[config.mk]
export PLATFORM = sky130hd
export DESIGN_NAME = cfg_cycle_router
export DESIGN_NICKNAME = d
export VERILOG_FILES = /design/src/rtl/cfg_router_pkg.sv /design/src/rtl/cfg_idsel_decode.sv /design/src/rtl/cfg_route_ctrl.sv /design/src/rtl/cfg_route_datapath.sv /design/src/rtl/cfg_cycle_router.sv
export SDC_FILE = /design/constraint.sdc
export NUM_CORES = 1
export LEC_CHECK = 0
export ABC_AREA = 1
export BUFFER_PORTS_ARGS = -buffer_cell sky130_fd_sc_hd__buf_2
export CAP_MARGIN = 20
export CORE_MARGIN = 1.5
export CORE_UTILIZATION = 49
export DETAILED_ROUTE_END_ITERATION = 16
export PLACE_DENSITY = 0.86
export SYNTH_ARGS = -nofsm -noshare
export SYNTH_HDL_FRONTEND = slang
export SYNTH_SLANG_ARGS = --single-unit
[constraint.sdc]
create_clock -name clk -period 2.15 [get_ports clk]
set_input_delay 0.43 -clock clk [delete_from_list [all_inputs] [get_ports clk]]
set_output_delay 0.43 -clock clk [all_outputs]
set_load 0.05 [all_outputs]
[src/rtl/cfg_router_pkg.sv]
package cfg_router_pkg;

  typedef enum logic [1:0] {
    TGT_NONE     = 2'b00,
    TGT_INTERNAL = 2'b01,
    TGT_HUB      = 2'b10,
    TGT_PORT     = 2'b11
  } target_e;

  typedef enum logic {
    CYC_T0 = 1'b0,
    CYC_T1 = 1'b1
  } cycle_e;

  // strobes and decisions passed from control to datapath
  typedef struct packed {
    logic    capture;
    target_e target;
    cycle_e  cycType;
    logic    abort;
    logic    devSel;
  } route_ctrl_t;

endpackage

[src/rtl/cfg_idsel_decode.sv]
module cfg_idsel_decode #(
  parameter int DEV_W       = 5,
  parameter int IDSEL_LINES = 21
) (
  input  logic                   enable,
  input  logic [DEV_W-1:0]       devNum,
  output logic [IDSEL_LINES-1:0] idselLines
);

  // one comparator per address line; devices with no line leave all zero
  for (genvar g = 0; g < IDSEL_LINES; g++) begin : gLine
    assign idselLines[g] = enable && (devNum == DEV_W'(g));
  end

endmodule

[src/rtl/cfg_route_ctrl.sv]
module cfg_route_ctrl
  import cfg_router_pkg::*;
#(
  parameter int BUS_W   = 8,
  parameter int DEV_W   = 5,
  parameter int FN_W    = 3,
  parameter int MAX_DEV = 20
) (
  input  logic             dataStrobe,
  input  logic             cfgEn,
  input  logic [BUS_W-1:0] busNum,
  input  logic [DEV_W-1:0] devNum,
  input  logic [FN_W-1:0]  fnNum,
  input  logic [BUS_W-1:0] secBus,
  input  logic [BUS_W-1:0] subBus,
  output route_ctrl_t      ctrl
);

  logic claim;

  always_comb begin
    claim        = 1'b1;
    ctrl.target  = TGT_NONE;
    ctrl.cycType = CYC_T0;
    ctrl.abort   = 1'b0;
    ctrl.devSel  = 1'b0;
    if (busNum == '0) begin
      if (devNum <= DEV_W'(1)) begin
        if (devNum[0] && (fnNum != '0)) begin
          claim = 1'b0;
        end else begin
          ctrl.target = TGT_INTERNAL;
          ctrl.devSel = devNum[0];
        end
      end else begin
        ctrl.target = TGT_HUB;
      end
    end else if (busNum == secBus) begin
      ctrl.target = TGT_PORT;
      ctrl.abort  = devNum > DEV_W'(MAX_DEV);
    end else if ((busNum > secBus) && (busNum <= subBus)) begin
      ctrl.target  = TGT_PORT;
      ctrl.cycType = CYC_T1;
    end else begin
      ctrl.target  = TGT_HUB;
      ctrl.cycType = CYC_T1;
    end
    ctrl.capture = dataStrobe && cfgEn && claim;
  end

endmodule

[src/rtl/cfg_route_datapath.sv]
module cfg_route_datapath
  import cfg_router_pkg::*;
#(
  parameter int ADDR_W = 32,
  parameter int BUS_W  = 8,
  parameter int DEV_W  = 5,
  parameter int FN_W   = 3,
  parameter int REG_W  = 6
) (
  input  logic              clk,
  input  logic              rstN,
  input  logic              regWrEn,
  input  logic [ADDR_W-1:0] regWrData,
  output logic [ADDR_W-1:0] regRdData,
  output logic              cfgEn,
  output logic [BUS_W-1:0]  busF,
  output logic [DEV_W-1:0]  devF,
  output logic [FN_W-1:0]   fnF,
  input  route_ctrl_t       ctrl,
  output logic              routeValid,
  output logic [1:0]        routeTarget,
  output logic              cycleType,
  output logic              internalDevSel,
  output logic [ADDR_W-1:0] formedAddr,
  output logic              masterAbort
);

  localparam int REG_LSB     = 2;
  localparam int FN_LSB      = REG_LSB + REG_W;
  localparam int DEV_LSB     = FN_LSB + FN_W;
  localparam int BUS_LSB     = DEV_LSB + DEV_W;
  localparam int FIELD_TOP   = BUS_LSB + BUS_W;
  localparam int IDSEL_LINES = ADDR_W - DEV_LSB;
  localparam logic [ADDR_W-1:0] ONE = ADDR_W'(1);
  localparam logic [ADDR_W-1:0] RD_MASK =
      (ONE << (ADDR_W - 1)) | (((ONE << FIELD_TOP) - ONE) & ~((ONE << REG_LSB) - ONE));

  logic [REG_W-1:0]       regF;
  logic [IDSEL_LINES-1:0] idselLines;
  logic [ADDR_W-1:0]      nextAddr;
  logic                   unusedWrBits;

  assign unusedWrBits = ^{regWrData[ADDR_W-2:FIELD_TOP], regWrData[REG_LSB-1:0]};

  always_ff @(posedge clk) begin
    if (!rstN) begin
      cfgEn <= 1'b0;
      busF  <= '0;
      devF  <= '0;
      fnF   <= '0;
      regF  <= '0;
    end else if (regWrEn) begin
      cfgEn <= regWrData[ADDR_W-1];
      busF  <= regWrData[BUS_LSB +: BUS_W];
      devF  <= regWrData[DEV_LSB +: DEV_W];
      fnF   <= regWrData[FN_LSB +: FN_W];
      regF  <= regWrData[REG_LSB +: REG_W];
    end
  end

  always_comb begin
    regRdData                       = '0;
    regRdData[ADDR_W-1]             = cfgEn;
    regRdData[BUS_LSB +: BUS_W]     = busF;
    regRdData[DEV_LSB +: DEV_W]     = devF;
    regRdData[FN_LSB +: FN_W]       = fnF;
    regRdData[REG_LSB +: REG_W]     = regF;
  end

  cfg_idsel_decode #(
    .DEV_W      (DEV_W),
    .IDSEL_LINES(IDSEL_LINES)
  ) uIdsel (
    .enable    ((ctrl.target == TGT_PORT) && (ctrl.cycType == CYC_T0)),
    .devNum    (devF),
    .idselLines(idselLines)
  );

  always_comb begin
    nextAddr                     = '0;
    nextAddr[FN_LSB +: FN_W]     = fnF;
    nextAddr[REG_LSB +: REG_W]   = regF;
    if (ctrl.cycType == CYC_T1) begin
      nextAddr[BUS_LSB +: BUS_W] = busF;
      nextAddr[DEV_LSB +: DEV_W] = devF;
      nextAddr[1:0]              = 2'b01;
    end else if (ctrl.target == TGT_PORT) begin
      nextAddr[ADDR_W-1:DEV_LSB] = idselLines;
    end else begin
      nextAddr[DEV_LSB +: DEV_W] = devF;
    end
  end

  always_ff @(posedge clk) begin
    if (!rstN) begin
      routeValid     <= 1'b0;
      routeTarget    <= 2'b00;
      cycleType      <= 1'b0;
      internalDevSel <= 1'b0;
      formedAddr     <= '0;
      masterAbort    <= 1'b0;
    end else begin
      routeValid  <= ctrl.capture;
      masterAbort <= ctrl.capture && ctrl.abort;
      if (ctrl.capture) begin
        routeTarget    <= ctrl.target;
        cycleType      <= ctrl.cycType;
        internalDevSel <= ctrl.devSel;
        formedAddr     <= nextAddr;
      end
    end
  end

  // write data returns with reserved bits cleared
  assert_readback_R1: assert property (@(posedge clk) disable iff (!rstN)
    regWrEn |=> regRdData == ($past(regWrData) & RD_MASK));

  // non-aborted port Type 0 carries exactly one IDSEL line
  assert_idsel_onehot_R10: assert property (@(posedge clk) disable iff (!rstN)
    (routeValid && routeTarget == 2'b11 && !cycleType && !masterAbort) |->
      ($countones(formedAddr[ADDR_W-1:DEV_LSB]) == 1 && formedAddr[1:0] == 2'b00));

  // abort only on a routed pulse with no IDSEL line
  assert_abort_noidsel_R11: assert property (@(posedge clk) disable iff (!rstN)
    masterAbort |-> (routeValid && formedAddr[ADDR_W-1:DEV_LSB] == '0));

  // Type 1 addresses end in 01
  assert_type1_code_R8: assert property (@(posedge clk) disable iff (!rstN)
    (routeValid && cycleType) |-> formedAddr[1:0] == 2'b01);

endmodule

[src/rtl/cfg_cycle_router.sv]
module cfg_cycle_router
  import cfg_router_pkg::*;
#(
  parameter int ADDR_W = 32,
  parameter int BUS_W  = 8,
  parameter int DEV_W  = 5,
  parameter int FN_W   = 3,
  parameter int REG_W  = 6
) (
  input  logic              clk,
  input  logic              rstN,
  input  logic              regWrEn,
  input  logic [ADDR_W-1:0] regWrData,
  output logic [ADDR_W-1:0] regRdData,
  input  logic              dataStrobe,
  input  logic [BUS_W-1:0]  secBus,
  input  logic [BUS_W-1:0]  subBus,
  output logic              routeValid,
  output logic [1:0]        routeTarget,
  output logic              cycleType,
  output logic              internalDevSel,
  output logic [ADDR_W-1:0] formedAddr,
  output logic              masterAbort
);

  localparam int DEV_LSB = 2 + REG_W + FN_W;
  localparam int MAX_DEV = ADDR_W - DEV_LSB - 1;

  route_ctrl_t            ctrl;
  logic                   cfgEn;
  logic [BUS_W-1:0]       busF;
  logic [DEV_W-1:0]       devF;
  logic [FN_W-1:0]        fnF;

  cfg_route_ctrl #(
    .BUS_W  (BUS_W),
    .DEV_W  (DEV_W),
    .FN_W   (FN_W),
    .MAX_DEV(MAX_DEV)
  ) uCtrl (
    .dataStrobe(dataStrobe),
    .cfgEn     (cfgEn),
    .busNum    (busF),
    .devNum    (devF),
    .fnNum     (fnF),
    .secBus    (secBus),
    .subBus    (subBus),
    .ctrl      (ctrl)
  );

  cfg_route_datapath #(
    .ADDR_W(ADDR_W),
    .BUS_W (BUS_W),
    .DEV_W (DEV_W),
    .FN_W  (FN_W),
    .REG_W (REG_W)
  ) uPath (
    .clk           (clk),
    .rstN          (rstN),
    .regWrEn       (regWrEn),
    .regWrData     (regWrData),
    .regRdData     (regRdData),
    .cfgEn         (cfgEn),
    .busF          (busF),
    .devF          (devF),
    .fnF           (fnF),
    .ctrl          (ctrl),
    .routeValid    (routeValid),
    .routeTarget   (routeTarget),
    .cycleType     (cycleType),
    .internalDevSel(internalDevSel),
    .formedAddr    (formedAddr),
    .masterAbort   (masterAbort)
  );

  // a disabled register never yields a pulse
  assert_disabled_quiet_R2: assert property (@(posedge clk) disable iff (!rstN)
    (dataStrobe && !regRdData[ADDR_W-1]) |=> (!routeValid && !masterAbort));

  // device 1 with nonzero function is not claimed
  assert_fn_ignored_R6: assert property (@(posedge clk) disable iff (!rstN)
    (dataStrobe && regRdData[ADDR_W-2:DEV_LSB+DEV_W] == '0 &&
     regRdData[DEV_LSB +: DEV_W] == DEV_W'(1) && regRdData[DEV_LSB-1:2+REG_W] != '0)
      |=> !routeValid);

  // every pulse follows a strobe one cycle earlier
  assert_valid_follows_R3: assert property (@(posedge clk) disable iff (!rstN)
    routeValid |-> $past(dataStrobe));

endmodule

Yosys cells after proc, flatten, opt, wreduce, memory -nomap -nowiden
Cells that the tools add are included.
{"block": "classes", "eq_ne": 22, "n_lt_le_gt_ge": 4, "reduce_logical": 30, "n_bitwise": 1, "n_mux": 19}
{"cell": "== test 5 x 4 -> 1 bit, second input constant", "n": 8}
{"cell": "logical AND 1 bit", "n": 27}
{"cell": "== test 5 bit, second input constant", "n": 5}
{"cell": "== test 5 x 3 -> 1 bit, second input constant", "n": 4}
{"cell": "two-way mux 16 bit", "n": 1}
{"cell": "two-way mux 13 bit", "n": 1}
{"cell": "== test 5 x 2 -> 1 bit, second input constant", "n": 2}
{"cell": "two-way mux 1 bit", "n": 10}
{"cell": "two-way mux 2 bit", "n": 5}
{"cell": "== test 8 bit", "n": 1}
{"cell": "greater-than comparator 8 bit", "n": 1}
{"cell": "<= comparator 8 bit", "n": 1}
{"cell": "zero test 8 bit", "n": 1}
{"cell": "two-way mux 8 bit", "n": 1}
{"cell": "== test 5 x 1 -> 1 bit, second input constant", "n": 1}
{"cell": "greater-than comparator 5 bit, second input constant", "n": 1}
{"cell": "<= comparator 5 x 1 -> 1 bit, second input constant", "n": 1}
{"cell": "zero test 5 bit", "n": 1}
{"cell": "two-way mux 5 bit", "n": 1}
{"cell": "nonzero test 3 bit", "n": 1}
{"cell": "== test 2 bit, second input constant", "n": 1}
{"cell": "inverter 1 bit", "n": 1}
{"block": "totals", "output_inout_bits": 70, "inputBits": 52, "elab_cells": 87, "register_bits": 61}

Depth between registers and ports, before layout
Gate-level depths: netlist of the first run.
{"block": "depth", "word_depth": 10, "depth_mapped": 14, "depth_no_buf": 14}

By module
Synthesis of the first run repeated with hierarchy kept, for this count alone.
{"block": "hier_totals", "hier_cells": 481, "hier_area_um2": 3268.1}
{"mod": "cfg_route_datapath", "instances": 1, "seq_area_each_um2": 1181.1, "cells_each": 341, "area_each_um2": 2529.9}
{"mod": "cfg_route_ctrl", "instances": 1, "seq_area_each_um2": 0.0, "cells_each": 94, "area_each_um2": 558.0}
{"mod": "cfg_idsel_decode", "instances": 1, "seq_area_each_um2": 0.0, "cells_each": 46, "area_each_um2": 180.2}

Least setup slack after synthesis of the first run
Ideal clock, no wire load.
{"block": "synth_timing", "path_kind": "register -> register", "from": "register uPath.busF[6]", "to": "register uPath.formedAddr[20]", "arrival_time_ps": 1870, "t_required_ps": 2081, "path_stages_with_launch": 11, "period_less_slack_ps": 1940, "setup_time_ps": 69, "path_buffers": 1, "setup_slack_ps": 210, "cell_sequence": "dfxtp_1 ha_1 nand2_2 nor2_4 nand4_4 nor2_4 buf_6 nand2_2 nand2_1 nand2_1 a21oi_2"}
{"block": "synth_between", "elab_chain_cells": 10, "elab_cells_between_ends": 18, "cone_classes": "order compare (2); eq/ne (2); mux (8); bitwise (1); reduce/logical (5)"}
{"item": "from (decl)", "line": "cfg_route_datapath.sv:16", "text": "output logic [BUS_W-1:0] busF,"}
{"item": "from (signal assigned)", "line": "cfg_route_datapath.sv:54", "text": "busF <= regWrData[BUS_LSB +: BUS_W];"}
{"item": "greater-than comparator 8 bit or <= comparator 8 bit (tied branches)", "line": "cfg_route_ctrl.sv:41", "text": "end else if ((busNum > secBus) && (busNum <= subBus)) begin"}
{"item": "logical AND 1 bit", "line": "cfg_route_ctrl.sv:41"}
{"item": "two-way mux 2 bit", "line": "cfg_route_ctrl.sv:41"}
{"item": "two-way mux 2 bit", "line": "cfg_route_ctrl.sv:38", "text": "end else if (busNum == secBus) begin"}
{"item": "two-way mux 2 bit", "line": "cfg_route_ctrl.sv:27", "text": "if (busNum == '0) begin"}
{"item": "== test 2 bit", "line": "cfg_route_datapath.sv:74, cfg_route_datapath.sv:87"}
{"item": "logical AND 1 bit", "line": "cfg_route_datapath.sv:74", "text": ".enable ((ctrl.target == TGT_PORT) && (ctrl.cycType == CYC_T0)),"}
{"item": "logical AND 1 bit", "line": "cfg_idsel_decode.sv:12", "text": "assign idselLines[g] = enable && (devNum == DEV_W'(g));"}
{"item": "two-way mux 16 bit", "line": "cfg_route_datapath.sv:87", "text": "end else if (ctrl.target == TGT_PORT) begin"}
{"item": "two-way mux 13 bit", "line": "cfg_route_datapath.sv:83", "text": "if (ctrl.cycType == CYC_T1) begin"}
{"item": "to (signal assigned)", "line": "cfg_route_datapath.sv:109", "text": "formedAddr <= nextAddr;"}
{"item": "to (decl)", "line": "cfg_route_datapath.sv:24", "text": "output logic [ADDR_W-1:0] formedAddr,"}
Parallel ways exist; a longest one is shown, timed or not.
A chain may end at the register's enable or synchronous reset.

Worst setup path in the final report of the first run
{"block": "layout_timing", "from": "register uPath.busF[7]", "to": "register uPath.formedAddr[12]"}
{"block": "layout_between", "elab_chain_cells": 10, "elab_cells_between_ends": 18, "cone_classes": "order compare (2); eq/ne (2); mux (8); bitwise (1); reduce/logical (5)"}
{"item": "greater-than comparator 8 bit or <= comparator 8 bit (tied branches)", "line": "cfg_route_ctrl.sv:41"}
{"item": "logical AND 1 bit", "line": "cfg_route_ctrl.sv:41"}
{"item": "two-way mux 2 bit", "line": "cfg_route_ctrl.sv:41"}
{"item": "two-way mux 2 bit", "line": "cfg_route_ctrl.sv:38"}
{"item": "two-way mux 2 bit", "line": "cfg_route_ctrl.sv:27"}
{"item": "== test 2 bit", "line": "cfg_route_datapath.sv:74, cfg_route_datapath.sv:87"}
{"item": "logical AND 1 bit", "line": "cfg_route_datapath.sv:74"}
{"item": "logical AND 1 bit", "line": "cfg_idsel_decode.sv:12"}
{"item": "two-way mux 5 bit", "line": "cfg_route_datapath.sv:87"}
{"item": "two-way mux 13 bit", "line": "cfg_route_datapath.sv:83"}
Parallel ways exist; a longest one is shown, timed or not.

==> results of run 1 <==
## metrics by stage
step | power (uW) | hold slack, ps
2_1_floorplan | 1760 | 454
3_3_place_gp | 1880 | 448
3_5_place_dp | 1890 | 450
4_1_cts | 2770 | 321
5_1_grt | 2890 | 329
6_report | 2760 | 320
## power groups by stage
stage | combinational [uW] | sequential, uW | clock, uW
global route | 732 | 1210 | 944
detailed placement | 667 | 1230 | 0
CTS | 670 | 1200 | 895
global placement | 651 | 1220 | 0
floorplan | 392 | 1370 | 0
finish | 669 | 1200 | 884
## synth_stat cells (3+ instances only)
cell and number:
nand3_1 15, nand2_1 91, nor3_1 6, inv_2 4
dfxtp_1 59, nand4_1 8, buf_4 23, nor2_1 63
buf_2 4, clkbuf_1 8, a21oi_2 5, buf_6 4
a21oi_1 39, nand2_2 5, inv_1 35, ha_1 16
nor2_4 3, o21ai_0 33
## final cells by class
| class | instances | area share [%] |
|---|---|---|
| multi-input cells | 302 | 41.1 |
| flip-flops and latches | 59 | 31.9 |
| repair buffers | 109 | 15.5 |
| clock buffers | 14 | 4.39 |
| inverters | 41 | 4.29 |
| well taps | 75 | 2.53 |
| clock inverters | 2 | 0.270 |
## worst max-delay path by stage
stage               depth (start not counted)                                end  slack (ps)                        from
global route                               10  uPath.formedAddr[12]$_SDFFE_PN0P_          50  uPath.busF[7]$_SDFFE_PN0P_
global placement                           12  uPath.formedAddr[12]$_SDFFE_PN0P_         190                   secBus[7]
floorplan                                  10  uPath.formedAddr[20]$_SDFFE_PN0P_         210  uPath.busF[6]$_SDFFE_PN0P_
detailed placement                         12  uPath.formedAddr[11]$_SDFFE_PN0P_          90                   secBus[7]
CTS                                        10  uPath.formedAddr[12]$_SDFFE_PN0P_         230  uPath.busF[7]$_SDFFE_PN0P_
finish                                     10  uPath.formedAddr[12]$_SDFFE_PN0P_         230  uPath.busF[7]$_SDFFE_PN0P_
## logic make-up after synthesis
kind of cell,share of synthesized area [%]
AO/OA/AOI/OAI,13.8
adder cells (fa/ha/maj),6.46
buffers and inverters,13.9
flip-flops,38.1
other,0.121
AND/OR/NAND/NOR,27.7
## registers in the layout, indices dropped and copies added (netlist names)
signal and flops:
uPath.busF 8, uPath.masterAbort 1, uPath.cfgEn 1, uPath.formedAddr 31, uPath.internalDevSel 1, uPath.routeTarget 2, uPath.regF 6, uPath.devF 5
uPath.routeValid 1, uPath.fnF 3
## worst register-to-register path, stage by stage (launching register included)
cell and delay, ps:
dfxtp_1 360, ha_1 330, nand2_2 90, nor2_4 160, nand4_4 180, nor2_4 160, buf_12 180, nand2_1 80
o21ai_0 170, nor2_1 60, nor2_1 80
## metal layers
layer / up-vias / GRT usage (%) / share of wire [%]
li1: 1542 / - / -
met1: 1375 / 31.4 / 45
met2: 128 / 37.5 / 46
met3: 19 / 4.40 / 7.0
met4: 0 / 12.2 / 2.3
met5: - / 0 / 0
==> results.sh, run 1 <==
export IMPL_final_util_pct=61.5
export IMPL_post_place_cells=586
export IMPL_start_util_pct=51.4
export IMPL_cts_buffers=9
export IMPL_crit_arrival_ps=2200
export IMPL_period_minus_slack_ps=1920
export IMPL_p_per_area_nw_per_um2=744
export IMPL_clockPowerShare_pct=32.1
export IMPL_nFillCells=569
export IMPL_irDropWorstVdd_mv=0.401
export IMPL_critPathMaxFanout=27
export IMPL_hold_start="regWrData[3]"
export IMPL_postRouteAntennaNets=0
export IMPL_drtIter0Drc=264
export IMPL_yosysTopAreaCellShare_pct=38.1
export IMPL_cts_tree="done"
export IMPL_yosysTopAreaCell="dfxtp_1"
export IMPL_ys_types=30
export IMPL_firstDrtPassIters=4
export IMPL_hold_violations=0
export IMPL_grt_max_degree=37
export IMPL_clock_sinks=59
export IMPL_setup_violations=0
export IMPL_layout_drive_gt1_share_pct=27.5
export IMPL_syn_avg_cell_area_sq_um=7.16
export IMPL_post_dp_hpwl_microns=5840
export IMPL_post_drt_wl_per_cell_microns=13.0
export IMPL_stdcell_area_sq_um=3700
export IMPL_final_cell_mix="buf_2, nand2_1, nor2_1"
export IMPL_reg2reg_depth=10
export IMPL_postCtsHoldBufs=0
export IMPL_holdPathEnd="uPath.regF[1]$_SDFFE_PN0P_"
export IMPL_register_area_sq_um=1180
export IMPL_grt_pass1_vias=2746
export IMPL_vias_per_cell=5.09
export IMPL_rr_endpoint="uPath.formedAddr[12]$_SDFFE_PN0P_"
export IMPL_grt_pass1_wl_microns=12500
export IMPL_place_gp_congestion=0.896
export IMPL_instances_no_fill=602
export IMPL_slew_headroom_pct=59.4
export IMPL_switchingPower_uw=955
export IMPL_rr_startpoint="uPath.busF[7]$_SDFFE_PN0P_"
export IMPL_num_vias=3064
export IMPL_critPathBufInv=1
export IMPL_slew_viol_final=0
export IMPL_route_detailed_drc=0
export IMPL_p_int_uw=1800
export IMPL_cap_violations=0
export IMPL_die_w_microns=82.5
export IMPL_fin_crit_sh_pct=89.5
export IMPL_cts_max_level=3
export IMPL_diodes=0
export IMPL_hold_path_class="in2reg"
export IMPL_power_frac_seq_pct=43.6
export IMPL_clkSlewWorstSetupHoldPaths_ps=60
export IMPL_max_slew_worst_pin_slew_ps=609
export IMPL_fin_nets=590
export IMPL_path_cells="ha_1, nand2_2, nor2_4, nand4_4, nor2_4, buf_12, nand2_1, o21ai_0, nor2_1, nor2_1"
export IMPL_placementRows=28
export IMPL_power_frac_comb_pct=24.3
export IMPL_post_cts_buffers=0
export IMPL_finalClockSkew_ps=7.04
export IMPL_ff2ff_setup_slack_ps=230
export IMPL_cp_required_ps=2420
export IMPL_core_area_sq_um=6030
export IMPL_critical_path_max_stage_delay_ps=360
export IMPL_cp_start_kind="register"
export IMPL_yosys_most_used_dff="dfxtp_1"
export IMPL_clock_fmax_ghz=0.520
export IMPL_cts_resized_gates=0
export IMPL_status="completed"
export IMPL_grt_total_usage_pct=24.0
export IMPL_hold_depth=3
export IMPL_setup_tns_ps=0
export IMPL_layout_commonest_cell="buf_2"
export IMPL_yosys_warnings=0
export IMPL_p_leak_uw=0.00188
export IMPL_area_growth_syn_to_layout_pct=19.5
export IMPL_synthTopCellsByArea="dfxtp_1, nand2_1, nor2_1"
export IMPL_rsz0062_at_grt="no"
export IMPL_synthArstFlopShare_pct=0
export IMPL_ios=122
export IMPL_wirelength_microns=7840
export IMPL_switching_share_pct=34.6
export IMPL_die_h_microns=82.5
export IMPL_cts_root_buffer="clkbuf_8"
export IMPL_multi_input_comb_area_sq_um=1520
export IMPL_cts_buffer_depth=2
export IMPL_io_buffers=102
export IMPL_syn_inst=433
export IMPL_grt_ovfl_total=0
export IMPL_dpl_cell_area_sq_um=3530
export IMPL_clk_latency_ps=330
export IMPL_ys_seq_area_share_pct=38.1
export IMPL_timing_final_ws_setup_ps=227
export IMPL_synth_seq_cells=59
export IMPL_critPathSlowestCell="dfxtp_1"
export IMPL_place_ws_ps=89.4
export IMPL_critPathTopFamily="simple AND/OR/NAND/NOR gates"
export IMPL_antenna_found_initial=0
export IMPL_synth_edff_count=0
export IMPL_endpoint_kind="register"
export IMPL_synthesis_area_sq_um=3100
export IMPL_dieArea_sq_um=6810
export IMPL_path_class="reg2reg"
No activity file was read; power rests on OpenSTA's default activity.
==> run 2, diff against run 1 <==
--- a/config.mk
+++ b/config.mk
@@ -9,9 +9,9 @@
 export BUFFER_PORTS_ARGS = -buffer_cell sky130_fd_sc_hd__buf_2
 export CAP_MARGIN = 20
 export CORE_MARGIN = 1.5
-export CORE_UTILIZATION = 49
+export CORE_UTILIZATION = 28
 export DETAILED_ROUTE_END_ITERATION = 16
-export PLACE_DENSITY = 0.86
+export PLACE_DENSITY = 0.57
 export SYNTH_ARGS = -nofsm -noshare
 export SYNTH_HDL_FRONTEND = slang
 export SYNTH_SLANG_ARGS = --single-unit
==> run 2 against run 1 <==
Via count shrank 2.0%. Critical path type unchanged. Critical endpoint is now uPath.formedAddr[11]$_SDFFE_PN0P_. Cell count grew 11%. Die area grew 72%. Sequential power is essentially flat. Largest power group unchanged. Global-route usage shrank 9.1 points. Combinational power is essentially flat. Clock-buffer cell count is the same. Clock skew shrank 2.2 ps.
==> results.sh, run 2 (same netlist as run 1, synthesis figures left out) <==
export IMPL_slew_headroom_pct=63.3
export IMPL_hold_path_class="in2reg"
export IMPL_postRouteAntennaNets=0
export IMPL_rr_startpoint="uPath.busF[3]$_SDFFE_PN0P_"
export IMPL_cts_resized_gates=0
export IMPL_clk_latency_ps=350
export IMPL_critPathTopFamily="simple AND/OR/NAND/NOR gates"
export IMPL_critical_path_max_stage_delay_ps=400
export IMPL_regMostFlops="uPath.formedAddr"
export IMPL_critPathBufInv=2
export IMPL_post_dp_hpwl_microns=6460
export IMPL_p_leak_uw=0.00192
export IMPL_holdPathEnd="uPath.regF[5]$_SDFFE_PN0P_"
export IMPL_clock_fmax_ghz=0.565
export IMPL_finalClockSkew_ps=4.84
export IMPL_path_cells="ha_1, nand2_1, inv_1, nand4_4, nor2_4, buf_12, nand2_1, o21ai_0, nor2_1, nor2_1"
export IMPL_hold_start="regWrData[7]"
export IMPL_area_growth_syn_to_layout_pct=24.1
export IMPL_cts_max_level=3
export IMPL_diodes=0
export IMPL_max_slew_worst_pin_slew_ps=550
export IMPL_cts_root_buffer="clkbuf_8"
export IMPL_num_vias=3003
export IMPL_die_w_microns=108
export IMPL_irDropWorstVdd_mv=0.381
export IMPL_largest_reg_flops=31
export IMPL_grt_total_usage_pct=14.8
export IMPL_core_area_sq_um=10800
export IMPL_grt_max_degree=34
export IMPL_reg2reg_depth=10
export IMPL_ios=122
export IMPL_final_cell_mix="buf_2, nand2_1, nor2_1"
export IMPL_antenna_found_initial=0
export IMPL_vias_per_cell=4.49
export IMPL_firstDrtPassIters=4
export IMPL_cp_start_kind="register"
export IMPL_clock_sinks=59
export IMPL_cp_required_ps=2440
export IMPL_placementRows=38
export IMPL_nFillCells=1163
export IMPL_grt_pass1_vias=2765
export IMPL_fin_nets=593
export IMPL_period_minus_slack_ps=1770
export IMPL_post_drt_wl_per_cell_microns=12.6
export IMPL_instances_no_fill=669
export IMPL_route_detailed_drc=0
export IMPL_status="completed"
export IMPL_endpoint_kind="register"
export IMPL_setup_violations=0
export IMPL_ff2ff_setup_slack_ps=380
export IMPL_layout_commonest_cell="buf_2"
export IMPL_die_h_microns=108
export IMPL_grt_ovfl_total=0
export IMPL_postCtsHoldBufs=0
export IMPL_io_buffers=102
export IMPL_cts_buffers=9
export IMPL_start_util_pct=28.7
export IMPL_critPathMaxFanout=27
export IMPL_critPathSlowestCell="dfxtp_1"
export IMPL_cts_buffer_depth=2
export IMPL_wirelength_microns=8400
export IMPL_clkSlewWorstSetupHoldPaths_ps=60
export IMPL_rsz0062_at_grt="no"
export IMPL_hold_violations=0
export IMPL_timing_final_ws_setup_ps=380
export IMPL_cap_violations=0
export IMPL_cts_tree="done"
export IMPL_post_place_cells=654
export IMPL_post_cts_buffers=0
export IMPL_crit_start="uPath.busF[3]$_SDFFE_PN0P_"
export IMPL_p_per_area_nw_per_um2=766
export IMPL_top_regs="uPath.formedAddr x31, uPath.busF x8, uPath.regF x6"
export IMPL_rr_endpoint="uPath.formedAddr[11]$_SDFFE_PN0P_"
export IMPL_setup_tns_ps=0
export IMPL_place_gp_congestion=0.809
export IMPL_grt_pass1_wl_microns=13400
export IMPL_path_class="reg2reg"
export IMPL_layout_drive_gt1_share_pct=28.2
export IMPL_slew_viol_final=0
export IMPL_place_ws_ps=221
export IMPL_hold_depth=3
export IMPL_fin_crit_sh_pct=82.3
export IMPL_drtIter0Drc=95
export IMPL_dieArea_sq_um=11700
export IMPL_crit_arrival_ps=2060
==> run 2: cell types whose count changed in the layout (fill, tap and decap cells not counted) <==
cell       previous run  this run
bufinv_16             0         1
clkinv_2              2         0
clkbuf_8             11        13
buf_4                 6         9
clkbuf_1              3         1
==> run 2: metal layers <==
layer  track usage, %  up-vias  wire length [microns]
met3             3.98       16                    492
met1             18.9     1350                   3910
met2             22.8       92                   3740
met4             7.99        0                    250
met5                0        -                      0
li1                 -     1545                      -
==> run 2: worst reg2reg max path, delay by kind of cell (launching register included) <==
kind / cells / cell delay (ps)
buf+inv: 2 / 270
fa+ha+maj: 1 / 340
simple gates: 6 / 530
flops: 1 / 400
compound gates: 1 / 160
==> run 2: worst max-delay path by stage <==
stage                                        end  slack [ps]  cells after the start
2_1_floorplan  uPath.formedAddr[20]$_SDFFE_PN0P_         210                     10
3_3_place_gp   uPath.formedAddr[11]$_SDFFE_PN0P_         260                     12
3_5_place_dp   uPath.formedAddr[11]$_SDFFE_PN0P_         220                     12
4_1_cts        uPath.formedAddr[11]$_SDFFE_PN0P_         360                     10
5_1_grt        uPath.formedAddr[23]$_SDFFE_PN0P_         230                      9
6_report       uPath.formedAddr[11]$_SDFFE_PN0P_         380                     10
==> run 2: where the power goes <==
group | leakage (uW) | internal, uW | switching (uW) | total (uW)
Clock | 0.000109 | 656 | 413 | 1070
Combinational | 0.00133 | 174 | 498 | 672
Sequential | 0.000484 | 1150 | 52.4 | 1200
Total | 0.00192 | 1980 | 963 | 2950
==> run 2: area by class of cell <==
cell class                 count  area (sq um)  area share [%]
clock inverter                 1          30.0           0.780
multi-input combinational    302          1520            39.5
inverter                      41           159            4.13
clock buffer                  14           183            4.75
tap                          140           175            4.55
timing repair buffer         112           598            15.5
sequential                    59          1180            30.7
==> run 2: stage by stage <==
stage | util [%] | power, uW | hold WS [ps] | area (sq um)
after global routing | 35.6 | 3110 | 313 | 3850
after detailed placement | 33.7 | 1900 | 454 | 3630
after global placement | 33.7 | 1890 | 448 | 3630
final | 35.6 | 2950 | 303 | 3850
after CTS | 35.6 | 2980 | 293 | 3850
after floorplan | - | 1760 | 454 | 3130
